### config.mk
export PLATFORM = sky130hd
export DESIGN_NAME = cla16_adder
export DESIGN_NICKNAME = d
export VERILOG_FILES = /design/src/rtl/cla_pkg.sv /design/src/rtl/cla_group.sv /design/src/rtl/cla_carry_unit.sv /design/src/rtl/cla16_adder.sv
export SDC_FILE = /design/constraint.sdc
export NUM_CORES = 1
export LEC_CHECK = 0
export BUFFER_PORTS_ARGS = -buffer_cell sky130_fd_sc_hd__buf_2
export CAP_MARGIN = 20
export CELL_PAD_IN_SITES_DETAIL_PLACEMENT = 0
export CELL_PAD_IN_SITES_GLOBAL_PLACEMENT = 1
export CORE_ASPECT_RATIO = 0.6
export CORE_MARGIN = 2
export CORE_UTILIZATION = 40
export DETAILED_ROUTE_END_ITERATION = 8
export GPL_TIMING_DRIVEN = 0
export PLACE_DENSITY_LB_ADDON = 0.1
export SYNTH_ARGS = -nofsm -noshare
export SYNTH_HDL_FRONTEND = slang
export SYNTH_SLANG_ARGS = --single-unit
### constraint.sdc
create_clock -name clk -period 7.26 [get_ports clk]
set_clock_uncertainty 0.1 [all_clocks]
set_input_delay 1.452 -clock clk [delete_from_list [all_inputs] [get_ports clk]]
set_output_delay 1.452 -clock clk [all_outputs]
set_load 0.005 [all_outputs]
### src/rtl/cla_pkg.sv
package cla_pkg;
  typedef enum logic {
    CARRY_RIPPLE    = 1'b0,
    CARRY_LOOKAHEAD = 1'b1
  } carry_mode_e;

  localparam int unsigned DefGroupW    = 4;
  localparam int unsigned DefNumGroups = 4;
endpackage

### src/rtl/cla_group.sv
module cla_group #(
  parameter int unsigned GROUP_W = 4
) (
  input  logic [GROUP_W-1:0] a,
  input  logic [GROUP_W-1:0] b,
  input  logic               cIn,
  output logic [GROUP_W-1:0] sum,
  output logic               grpProp,
  output logic               grpGen,
  output logic               cOut
);
  logic [GROUP_W-1:0] bitGen;
  logic [GROUP_W-1:0] bitProp;
  logic [GROUP_W:0]   carry;

  assign bitGen  = a & b;
  assign bitProp = a | b;

  // Each internal carry is a flat sum of products; no term depends on another carry.
  always_comb begin
    logic genAcc;
    logic prodTerm;
    logic inTerm;
    carry[0] = cIn;
    genAcc   = 1'b0;
    for (int j = 0; j < GROUP_W; j++) begin
      genAcc = 1'b0;
      for (int k = 0; k <= j; k++) begin
        prodTerm = bitGen[k];
        for (int m = k + 1; m <= j; m++) prodTerm = prodTerm & bitProp[m];
        genAcc = genAcc | prodTerm;
      end
      inTerm = cIn;
      for (int m = 0; m <= j; m++) inTerm = inTerm & bitProp[m];
      carry[j+1] = genAcc | inTerm;
    end
    grpGen = genAcc;
  end

  assign grpProp = &bitProp;
  assign sum     = a ^ b ^ carry[GROUP_W-1:0];
  assign cOut    = carry[GROUP_W];
endmodule

### src/rtl/cla_carry_unit.sv
module cla_carry_unit #(
  parameter int unsigned NUM_GROUPS = 4
) (
  input  logic [NUM_GROUPS-1:0] grpProp,
  input  logic [NUM_GROUPS-1:0] grpGen,
  input  logic                  cIn,
  output logic [NUM_GROUPS:0]   carries,
  output logic                  blkProp,
  output logic                  blkGen
);
  // Second-level lookahead: carry into each group formed directly from group P/G.
  always_comb begin
    logic genAcc;
    logic prodTerm;
    logic inTerm;
    carries[0] = cIn;
    genAcc     = 1'b0;
    for (int j = 0; j < NUM_GROUPS; j++) begin
      genAcc = 1'b0;
      for (int k = 0; k <= j; k++) begin
        prodTerm = grpGen[k];
        for (int m = k + 1; m <= j; m++) prodTerm = prodTerm & grpProp[m];
        genAcc = genAcc | prodTerm;
      end
      inTerm = cIn;
      for (int m = 0; m <= j; m++) inTerm = inTerm & grpProp[m];
      carries[j+1] = genAcc | inTerm;
    end
    blkGen = genAcc;
  end

  assign blkProp = &grpProp;
endmodule

### src/rtl/cla16_adder.sv
module cla16_adder
  import cla_pkg::*;
#(
  parameter int unsigned GROUP_W    = DefGroupW,
  parameter int unsigned NUM_GROUPS = DefNumGroups,
  parameter carry_mode_e carryMode  = CARRY_LOOKAHEAD
) (
  input  logic                          clk,
  input  logic                          rstN,
  input  logic [GROUP_W*NUM_GROUPS-1:0] opA,
  input  logic [GROUP_W*NUM_GROUPS-1:0] opB,
  input  logic                          carryIn,
  output logic [GROUP_W*NUM_GROUPS-1:0] sumOut,
  output logic                          carryOut,
  output logic                          blockProp,
  output logic                          blockGen
);
  localparam int unsigned Width = GROUP_W * NUM_GROUPS;

  logic [NUM_GROUPS-1:0] grpProp;
  logic [NUM_GROUPS-1:0] grpGen;
  logic [NUM_GROUPS-1:0] grpCout;
  logic [NUM_GROUPS-1:0] grpCin;
  logic [NUM_GROUPS:0]   laCarry;
  logic [Width-1:0]      sumNext;
  logic                  coutNext;
  logic                  blkProp;
  logic                  blkGen;

  for (genvar g = 0; g < NUM_GROUPS; g++) begin : gen_group
    cla_group #(.GROUP_W(GROUP_W)) u_group (
      .a       (opA[g*GROUP_W +: GROUP_W]),
      .b       (opB[g*GROUP_W +: GROUP_W]),
      .cIn     (grpCin[g]),
      .sum     (sumNext[g*GROUP_W +: GROUP_W]),
      .grpProp (grpProp[g]),
      .grpGen  (grpGen[g]),
      .cOut    (grpCout[g])
    );

    // carry a group forms internally must match the second-level carry into the next group
    assert_group_carry_R7: assert property (@(posedge clk) disable iff (!rstN)
      grpCout[g] == laCarry[g+1]);
  end

  cla_carry_unit #(.NUM_GROUPS(NUM_GROUPS)) u_carry (
    .grpProp (grpProp),
    .grpGen  (grpGen),
    .cIn     (carryIn),
    .carries (laCarry),
    .blkProp (blkProp),
    .blkGen  (blkGen)
  );

  if (carryMode == CARRY_LOOKAHEAD) begin : gen_lookahead
    assign grpCin   = laCarry[NUM_GROUPS-1:0];
    assign coutNext = laCarry[NUM_GROUPS];
  end else begin : gen_ripple
    assign grpCin   = {grpCout[NUM_GROUPS-2:0], carryIn};
    assign coutNext = grpCout[NUM_GROUPS-1];
  end

  always_ff @(posedge clk) begin
    if (!rstN) begin
      sumOut    <= '0;
      carryOut  <= 1'b0;
      blockProp <= 1'b0;
      blockGen  <= 1'b0;
    end else begin
      sumOut    <= sumNext;
      carryOut  <= coutNext;
      blockProp <= blkProp;
      blockGen  <= blkGen;
    end
  end

  assert_sum_R2: assert property (@(posedge clk) disable iff (!rstN)
    $past(rstN) |-> {carryOut, sumOut} ==
      ({1'b0, $past(opA)} + {1'b0, $past(opB)} + {{Width{1'b0}}, $past(carryIn)}));

  assert_reset_R1: assert property (@(posedge clk)
    !$past(rstN) |-> (sumOut == '0 && !carryOut && !blockProp && !blockGen));

  assert_gen_carry_R5: assert property (@(posedge clk) disable iff (!rstN)
    blockGen |-> carryOut);

  assert_prop_pass_R6: assert property (@(posedge clk) disable iff (!rstN)
    ($past(rstN) && blockProp && !blockGen) |-> carryOut == $past(carryIn));

  assert_prop_R3: assert property (@(posedge clk) disable iff (!rstN)
    $past(rstN) |-> blockProp == (&($past(opA) | $past(opB))));
endmodule

==> impl_metrics.tcl <==
set metrics [dict create \
    max_freq_mhz 295 \
    multiInputGateArea_um2 1070 \
    rsz0062_at_grt "false" \
    peakVddDrop_mv 0.0736 \
    cp-end-kind "register" \
    synthSimpleGateAreaFrac_pct 17.8 \
    fin_util_pct 52.7 \
    post-cts-setup-buffers 0 \
    antenna_cells 0 \
    cts_resized 0 \
    post-route-drc-count 0 \
    num_rows 17 \
    yosys-top-cells-count "inv_1, ha_1, dfxtp_1" \
    num_vias 1266 \
    wl_um 3080 \
    cap_violations 0 \
    synth_edf_count 0 \
    yosysSeqAreaShare_pct 23.6 \
    antenna_found_initial 0 \
    cts_tree "done" \
    critPathKind "input port to register" \
    worstMarginPinSlew_ps 489 \
    drt_iter0_drc 20 \
    drt-wirelength-per-cell_um 10.6 \
    htree_num_levels 1 \
    synthAdderAreaFrac_pct 29.8 \
    synth_cells 186 \
    status "completed" \
    fill_cells 377 \
    ys_ff_latch 19 \
    synth_top_area_cell "ha_1" \
    tns_ps 0 \
    period_share_pct 46.7 \
    power_per_cell_area_nw_per_um2 148 \
    syn_area_um2 1610 \
    gp_congestion 0.774 \
    layout-drive-gt1-share_pct 25.9 \
    grt_max_degree 12 \
    required_ps 7320 \
    synthXorXnorAreaFrac_pct 3.80 \
    routed_via_density 4.37 \
    yosysTopAreaCellShare_pct 24.8 \
    ioPinCount 54 \
    avgSynthCellArea_um2 8.68 \
    yosysWarnings 0 \
    synth_flop_cell "dfxtp_1" \
    die_area_um2 4580 \
    busiest_layer "met1" \
    cts_max_path_buffers 2 \
    finalSetupViolCount 0 \
    place_area_um2 1940 \
    grt_use_met1_pct 22.1 \
    start_util_pct 42.9 \
    grt_use_met3_pct 4.68 \
    io_buffers 53 \
    synth_top_family_by_area "adder cells" \
    syn_to_final_growth_pct 22.9 \
    period_minus_slack_ps 3390 \
    synth_cell_types 34 \
    post-synth-top-count-cell "inv_1" \
    hold_start "carryIn" \
    finalMaxSlewViolations 0 \
    start_kind "input port" \
    synth.area.top_cells "ha_1, dfxtp_1, inv_1" \
    synth_compound_area_share_pct 11.7 \
    hpwl_um 2660 \
    p_leak_nw 1.13 \
    core-area_um2 3760 \
    maxSlewHeadroom_pct 67.1 \
    finalInstanceArea_um2 1980 \
    grt_usage_pct 14.3 \
    synthArstFlopShare_pct 0 \
    root_buffer "clkbuf_8" \
    overflow 0 \
    min_to "carryOut$_SDFF_PN0_" \
    grt_pass1_vias 1080 \
    hold_violations 0 \
    grt_pass1_wl_um 4900 \
    hold_path_depth 2 \
    seq_area_um2 380 \
    cp_max_fo 5 \
    dr.pass1.iters 4 \
    clk_pin_slew_worst_paths_ps 80 \
    die_w_um 86.0 \
    cts_inserted_buffers 3 \
    synthMuxAreaShare_pct 3.10 \
    die_h_um 53.2 \
    grtUsageMet2_pct 18.3 \
    power_w 0.000293 \
    hold_class "input port to register" \
    ant_nets 0 \
    fin_nets 315 \
    critPathArrivalTime_ps 3450 \
    whs_ps 1340 \
    cts_hold_buf 0 \
    syn_nets 257 \
    clkSinkCount 19 \
]
placed cells by master (no fill, tap or decap), drive strengths merged, types with 5 or more instances in the layout:
cell type / count
buf: 53
inv: 42
ha: 32
dfxtp: 19
and2: 10
a21oi: 9
nand2: 9
nand2b: 7
nor2: 5
mux2i: 5
nor3: 5
clkbuf: 5
stage by stage:
step / instances / worst slack (ps)
finish: 290 / 3870
global route: 290 / 3660
CTS: 290 / 3830
detailed placement: 286 / 3520
global placement: 286 / 3570
floorplan: 186 / 3950
state kept, by name, summed over array words and instances (netlist names):
signal     flops
blockGen       1
blockProp      1
carryOut       1
sumOut        16
worst max-delay path by stage:
stage / from / to / slack (ps) / cells past startpoint
finish: opA[3] / sumOut[13]$_SDFF_PN0_ / 3870 / 11
detailed placement: opA[3] / sumOut[13]$_SDFF_PN0_ / 3520 / 11
global placement: opA[0] / sumOut[13]$_SDFF_PN0_ / 3570 / 10
CTS: opA[3] / sumOut[13]$_SDFF_PN0_ / 3830 / 11
global route: opA[3] / sumOut[13]$_SDFF_PN0_ / 3660 / 11
floorplan: opA[0] / sumOut[13]$_SDFF_PN0_ / 3950 / 9
final cells by class:
cell class,count,area share (%)
Inverter,42,7.94
Multi-Input combinational cell,123,53.8
Clock inverter,1,0.252
Tap cell,47,2.96
Timing Repair Buffer,53,13.4
Sequential cell,19,19.2
Buffer,2,0.378
Clock buffer,3,2.08
power by group:
group / switching (W) / leakage (nW) / internal, W / total, W
Combinational: 0.0000490 / 0.948 / 0.0000487 / 0.0000977
Sequential: 0.00000265 / 0.158 / 0.000117 / 0.000120
Clock: 0.0000369 / 0.0255 / 0.0000382 / 0.0000751
layer usage:
layer / vias to the layer above / share of wire, %
met5: - / 0
met2: 41 / 34
met4: 0 / 0.32
met3: 3 / 8.4
li1: 703 / -
met1: 519 / 57
cells by family after synthesis:
group / count (synthesis)
simple gates: 49
flops: 19
buf+inv: 44
mux: 5
compound gates: 26
xor+xnor: 7
fa+ha+maj: 36
critical path, cell delays in order:
cell and delay (ps):
buf_2 110, inv_1 50, ha_1 150, inv_1 60, a21oi_1 280, a21boi_2 130
nor3_2 350, o21bai_1 180, fa_1 400, xor2_1 150, and2_1 150
Power figures use the tool's default switching activity.
